[src/rtl/booth_radix4_mul.sv]
module booth_radix4_mul #(
  parameter int WIDTH = 32
) (
  input  logic             clk,
  input  logic             rst_n,
  input  logic             start,
  input  logic [WIDTH-1:0] mcand,
  input  logic [WIDTH-1:0] mplier,
  output logic             busy,
  output logic             done,
  output logic [WIDTH-1:0] hi,
  output logic [WIDTH-1:0] lo
);
  localparam int AW    = WIDTH + 2;
  localparam int STEPS = WIDTH / 2;
  localparam int CW    = $clog2(STEPS + 1);

  logic [AW-1:0]    acc_q;
  logic [WIDTH-1:0] lo_q;
  logic [WIDTH-1:0] mcand_q;
  logic             prev_q;
  logic             busy_q;
  logic             done_q;
  logic [CW-1:0]    step_q;

  logic op_en, op_two, op_sub;
  logic [AW-1:0] one_x, two_x, multiple, addend, psum;

  wire hi_clr    = start && !busy_q;
  wire lo_ld     = hi_clr;
  wire shift_all = busy_q;
  wire hi_ld     = shift_all;
  wire last_step = (step_q == CW'(STEPS - 1));

  always_comb begin
    op_en  = 1'b0;
    op_two = 1'b0;
    op_sub = 1'b0;
    unique case ({lo_q[1:0], prev_q})
      3'b001, 3'b010: op_en = 1'b1;
      3'b011:         begin op_en = 1'b1; op_two = 1'b1; end
      3'b100:         begin op_en = 1'b1; op_two = 1'b1; op_sub = 1'b1; end
      3'b101, 3'b110: begin op_en = 1'b1; op_sub = 1'b1; end
      default: ;
    endcase
  end

  assign one_x    = {{2{mcand_q[WIDTH-1]}}, mcand_q};
  assign two_x    = {one_x[AW-2:0], 1'b0};
  assign multiple = op_two ? two_x : one_x;
  assign addend   = op_en ? (op_sub ? ~multiple : multiple) : '0;
  assign psum     = acc_q + addend + AW'(op_en & op_sub);

  always_ff @(posedge clk or negedge rst_n) begin
    if (!rst_n) begin
      acc_q   <= '0;
      lo_q    <= '0;
      mcand_q <= '0;
      prev_q  <= 1'b0;
      busy_q  <= 1'b0;
      done_q  <= 1'b0;
      step_q  <= '0;
    end else begin
      done_q <= 1'b0;
      if (hi_clr) begin
        acc_q   <= '0;
        mcand_q <= mcand;
        prev_q  <= 1'b0;
        busy_q  <= 1'b1;
        step_q  <= '0;
      end else if (hi_ld) begin
        acc_q  <= {{2{psum[AW-1]}}, psum[AW-1:2]};
        prev_q <= lo_q[1];
        step_q <= step_q + 1'b1;
        if (last_step) begin
          busy_q <= 1'b0;
          done_q <= 1'b1;
        end
      end
      if (lo_ld)
        lo_q <= mplier;
      else if (shift_all)
        lo_q <= {psum[1:0], lo_q[WIDTH-1:2]};
    end
  end

  assign busy = busy_q;
  assign done = done_q;
  assign hi   = acc_q[WIDTH-1:0];
  assign lo   = lo_q;

  p_reset_idle_r8: assert property (@(posedge clk) !rst_n |=> !busy_q && !done_q);

  p_load_r2: assert property (@(posedge clk) disable iff (!rst_n)
    (start && !busy_q) |=> busy_q && acc_q == '0 && lo_q == $past(mplier) && !prev_q);

  p_shift_two_r7: assert property (@(posedge clk) disable iff (!rst_n)
    busy_q |=> lo_q[WIDTH-3:0] == $past(lo_q[WIDTH-1:2]));

  p_guard_sign_r1: assert property (@(posedge clk) disable iff (!rst_n)
    acc_q[AW-1] == acc_q[AW-2]);

  p_done_pulse_r4: assert property (@(posedge clk) disable iff (!rst_n)
    done_q |=> !done_q);

  p_busy_done_excl_r4: assert property (@(posedge clk) disable iff (!rst_n)
    !(busy_q && done_q));

  p_done_after_busy_r3: assert property (@(posedge clk) disable iff (!rst_n)
    $rose(done_q) |-> $past(busy_q));

  p_operand_kept_r5: assert property (@(posedge clk) disable iff (!rst_n)
    busy_q |=> $stable(mcand_q));

  p_hold_idle_r6: assert property (@(posedge clk) disable iff (!rst_n)
    (!busy_q && !start) |=> $stable(lo_q) && $stable(acc_q));
endmodule

[config.mk]
export PLATFORM = sky130hd
export DESIGN_NAME = booth_radix4_mul
export DESIGN_NICKNAME = d
export VERILOG_FILES = /design/src/rtl/booth_radix4_mul.sv
export SDC_FILE = /design/constraint.sdc
export NUM_CORES = 1
export LEC_CHECK = 0
export ABC_CLOCK_PERIOD_IN_PS = 8470
export BUFFER_PORTS_ARGS = -buffer_cell sky130_fd_sc_hd__buf_2
export CAP_MARGIN = 0
export CORE_MARGIN = 10
export CORE_UTILIZATION = 29
export CTS_BUF_LIST = sky130_fd_sc_hd__clkbuf_8
export CTS_CLUSTER_SIZE = 25
export DETAILED_ROUTE_END_ITERATION = 10
export PLACE_DENSITY = 0.49
export SETUP_SLACK_MARGIN = 0.2
export SLEW_MARGIN = 0
export SYNTH_ARGS = -nofsm -noshare
export SYNTH_HDL_FRONTEND = slang
export SYNTH_SLANG_ARGS = --single-unit
[constraint.sdc]
create_clock -name clk -period 8.47 [get_ports clk]
set_input_delay 1.694 -clock clk [delete_from_list [all_inputs] [get_ports clk]]
set_output_delay 1.694 -clock clk [all_outputs]
set_load 0.02 [all_outputs]
# Word level (Yosys, flattened, before mapping)

Cells that the tools add are included.

Register bits: 106
Input bits: 67
Output and inout bits: 66
Logic and storage cells: 45

$add $sub $neg: 3
Eq/ne operators: 7
Mux-type cells: 20
Bitwise operators: 2
Reduce and logical (&&, ||, !) cells: 6

Operators by type and width:

| cell                  | count |
|---|---|
| $mux W34              | 4 |
| $mux W32              | 3 |
| $add A34 B1 Y34       | 1 |
| $add A34 B34 Y34      | 1 |
| $not A34 Y34          | 1 |
| $mux W1               | 11 |
| $mux W5               | 2 |
| $eq A3 B3 Y1 const B  | 3 |
| $eq A3 B2 Y1 const B  | 2 |
| $reduce_or A6 Y1      | 1 |
| $add A5 B1 Y5 const B | 1 |
| $eq A5 B4 Y1 const B  | 1 |
| $eq A3 B1 Y1 const B  | 1 |
| $reduce_or A3 Y1      | 1 |
| $reduce_bool A2 Y1    | 1 |
| $reduce_or A2 Y1      | 1 |
| $and A1 B1 Y1         | 1 |
| $logic_and A1 B1 Y1   | 1 |
| $logic_not A1 Y1      | 1 |

# Depth between registers and ports, before layout

Depth in word-level cells: 11
Gate-level depth with buffers: 15
Mapped depth without buffers: 13

# Worst setup path before layout

OpenSTA, ideal clock, no wires.

Path type: reg2reg
Start: register lo_q[1], in the netlist lo[1]
End: register acc_q[29]
Library setup time: 0.122 ns
Arrival time: 3.809 ns
Data required time: 8.348 ns
Slack: 4.539 ns
Cell stages (with the launch flop): 16
Period minus slack after synthesis: 3.931 ns
Path through: dfrtp_1 -> clkbuf_1 -> buf_1 -> buf_1 -> xor2_1 -> a22oi_1 -> o21ai_0 -> ha_1 -> clkbuf_1 -> a21oi_1 -> a21boi_1 -> a311oi_2 -> or4_1 -> o31ai_1 -> or4_1 -> a32o_1

Word-level cells in the longest chain between the ends: 11
Elaborated cells on any way between the ends: 21
Those cells by class: add/sub: 2; eq/ne: 6; mux: 8; bitwise: 2; reduce/logical: 3

RTL lines:

| what                                                | line | RTL |
|---|---|---|
| start: declaration                                  | 19   | `logic [WIDTH-1:0] lo_q;` |
| start signal: assignment                            | 81   | `lo_q <= mplier;` |
| start signal: assignment                            | 83   | `lo_q <= {psum[1:0], lo_q[WIDTH-1:2]};` |
| $eq A3 B3 Y1 / $eq A3 B2 Y1 (equally long branches) | 39   | `unique case ({lo_q[1:0], prev_q})` |
| $reduce_or A2 Y1 (no source line)                   | n/a  |  |
| $mux W1                                             | 39   |  |
| $mux W32                                            | 50   | `assign multiple = op_two ? two_x : one_x;` |
| $not A34 Y34                                        | 51   | `assign addend = op_en ? (op_sub ? ~multiple : multiple) : '0;` |
| $mux W34 (2 in a row)                               | 51   |  |
| $add A34 B34 Y34                                    | 52   | `assign psum = acc_q + addend + AW'(op_en & op_sub);` |
| $add A34 B1 Y34 (*)                                 | 52   |  |
| $mux W34 (*)                                        | 71   | `end else if (hi_ld) begin` |
| $mux W34 (*)                                        | 65   | `if (hi_clr) begin` |
| end signal: assignment                              | 72   | `acc_q <= {{2{psum[AW-1]}}, psum[AW-1:2]};` |
| end: declaration                                    | 18   | `logic [AW-1:0] acc_q;` |

Every way passes the cells marked *; elsewhere a longest branch is shown, timed or not. The select of a mux whose other input is x is not followed.
A chain may end at the register's enable or synchronous reset.

# Worst setup path in the final report

Start: register lo_q[1], in the netlist lo[1]
End: register acc_q[26]

The elaborated chain is that of the path after synthesis.

==> metrics.cfg <==
[status]
run_status=complete, no violations

[clocking]
clock_latency_ns=0.40
cts.clk_slew.worst_paths_ns=0.12
cts_tree=done
cts_hold_buf=0
htree_levels=3
cts_setup_buffers=0
cts_sinks=104
cts_buffers=9
cts-resized-gates=0
cts-root-buf=clkbuf_8
clk_path_buf_depth=2

[worst_setup_path]
path_class=reg2reg
ff2ff_setup_slack_ns=4.05
cp-start-kind=flip-flop
path_common_cell=o21ai_1
crit_path_end_kind=flip-flop
worst-path-max-fanout=42
path_cells=and3b_1 -> buf_4 -> a22oi_1 -> o21ai_0 -> fa_1 -> a211oi_1 -> o21ai_1 -> o2111ai_1 -> nand3_1 -> a221oi_1 -> xor2_1 -> o21ai_1
slowest_delay_ns=1.05
worst_path_max_delay_cell=dfrtp_2
cp.arrival_ns=4.71
required_ns=8.76

[layout]
fillers=2483
diodes=0
area_growth_pct=15.90
drive_above_1_share=0.2404
fin_nets=930
seq_area_sq_um=2605
multiInputGateArea_sq_um=4008

[floorplan]
die_area_sq_um=30180
dieWidth_um=173.7
io_pins=133
rows=56
coreArea_sq_um=23330
start_util=0.2938
die_y_um=173.7

[yosys]
synth_seq_cells=104
synth.distinct_cells=68
syn_nets=833
synthSimpleGateAreaFrac=0.1145
synth_compound_area_frac=0.2264
synth_common_cells=104 x dfrtp_1, 99 x o21ai_0, 80 x nand2_1
synthCells=730
synth_top_area_share=0.3797
synth_edf_count=0
syn_area_sq_um=6854
synthFlopType=dfrtp_1
synth_adder_area_share=0.06791
synth.avg_cell_area_sq_um=9.389
synth_xor_area_frac=0.07156
synth_most_common_cell=dfrtp_1
synth_mux_area_frac=0.1022
async_flop_share=1.000
ys_top_cells_by_area=dfrtp_1 38%, o21ai_0 7.2%, ha_1 6.2%
synth_warnings=0
synth_top_family_by_area=compound AO/OA/AOI/OAI gates
ys_seq_area_frac=0.3797
synth_top_cell_by_area=dfrtp_1

[placement]
gp_congestion=0.8156
hpwl_um=15200
io_buffers=132

[drt]
drt-wirelength-per-cell_um=17.89
vias=5868
viasPerCell=5.098
drt_pre_antenna_iters=5
dr.first_iter.drc_count=402
drt-total-wl_um=20590
drc=0
ant_nets=0

[grt]
grt_use_total=0.1331
grt_pass1_vias=5844
grt_start_max_net_pins=66
antenna_found_initial=0
overflow=0
grt_pass1_wl_um=33100

[timing]
max_freq_ghz=0.2261
relSlewSlack=0.3062
fin_crit_sh=0.5222
tns_ns=0
layout_min_cycle_time_ns=4.423
rsz0062_at_grt=false
finalMaxSlewViolations=0
finalSetupViolations=0
worst_pin_slew_ns=1.039
hold_viol_final=0
fin_skew_ns=0.01923

[hold_path]
hold_class=reg2reg

[job]
maxCapViolCount=0

cells in the final DEF (no fill, tap or decap), drive strengths merged, types with 17 or more instances in the layout:
cell | synthesis | layout
a21o | 17 | 17
a21oi | 31 | 31
a22oi | 32 | 32
buf | 13 | 139
dfrtp | 104 | 104
ha | 34 | 34
mux2 | 32 | 32
mux2i | 34 | 34
nand2 | 80 | 80
nor2 | 20 | 20
o21ai | 105 | 105
xor2 | 43 | 43
layer usage:
metal,GRT usage,up-vias,routed length [um]
met1,0.1822,2833,10190
met4,0.03099,0,259
li1,-,2873,-
met3,0.03333,15,1016
met2,0.2054,147,9123
met5,0,-,0
through the flow:
stage                     instance area (sq um)  hold WS [ns]  setup slack [ns]    util  instances
after floorplan                            6854        0.4488             4.539       -        730
after global placement                     7754        0.4666             4.119  0.3323       1135
after detailed placement                   7754        0.4734             4.102  0.3323       1135
after CTS                                  7944        0.4992             4.054  0.3405       1151
after global routing                       7944        0.5220             3.732  0.3405       1151
final                                      7944        0.4936             4.047  0.3405       1151
path summary, 6_finish.rpt:
check,startpoint,end,cells after the start
max,lo[1]$_DFFE_PN0P_,acc_q[26]$_DFFE_PN0P_,12
min,step_q[4]$_DFFE_PN0P_,step_q[4]$_DFFE_PN0P_,2
max reg2reg,lo[1]$_DFFE_PN0P_,acc_q[26]$_DFFE_PN0P_,12
min reg2reg,step_q[4]$_DFFE_PN0P_,step_q[4]$_DFFE_PN0P_,2
max in group asynchronous,rst_n,lo[1]$_DFFE_PN0P_,2
min in group asynchronous,rst_n,step_q[3]$_DFFE_PN0P_,1
flip-flops by register name (all words and copies together) (netlist names):
register  count
prev_q        1
done          1
step_q        5
acc_q        32
mcand_q      32
busy          1
lo           32
final cells by class:
type | count | share of cell area
multi-input cells | 566 | 0.5045
flip-flops and latches | 104 | 0.3279
repair buffers | 139 | 0.09009
well taps | 319 | 0.05024
clock buffers | 9 | 0.01559
clock inverters | 7 | 0.008348
inverters | 7 | 0.003308
critical path: cells and delay by family, from the launching register on:
family | cells | cell delay, ns
compound gates | 7 | 1.88
xor+xnor | 1 | 0.21
fa+ha+maj | 1 | 0.49
buf+inv | 1 | 0.24
flops | 1 | 1.05
simple gates | 2 | 0.42
kinds of logic after synthesis:
family                   after synthesis
AND/OR/NAND/NOR                      165
AO/OA/AOI/OAI                        243
XOR/XNOR                              56
adder cells (fa/ha/maj)               36
buffers and inverters                 60
multiplexers                          66
flip-flops                           104
Power is left out: the tool's default activity adds up to more than one toggle a clock period on the data nets, which glitch-free logic cannot reach.
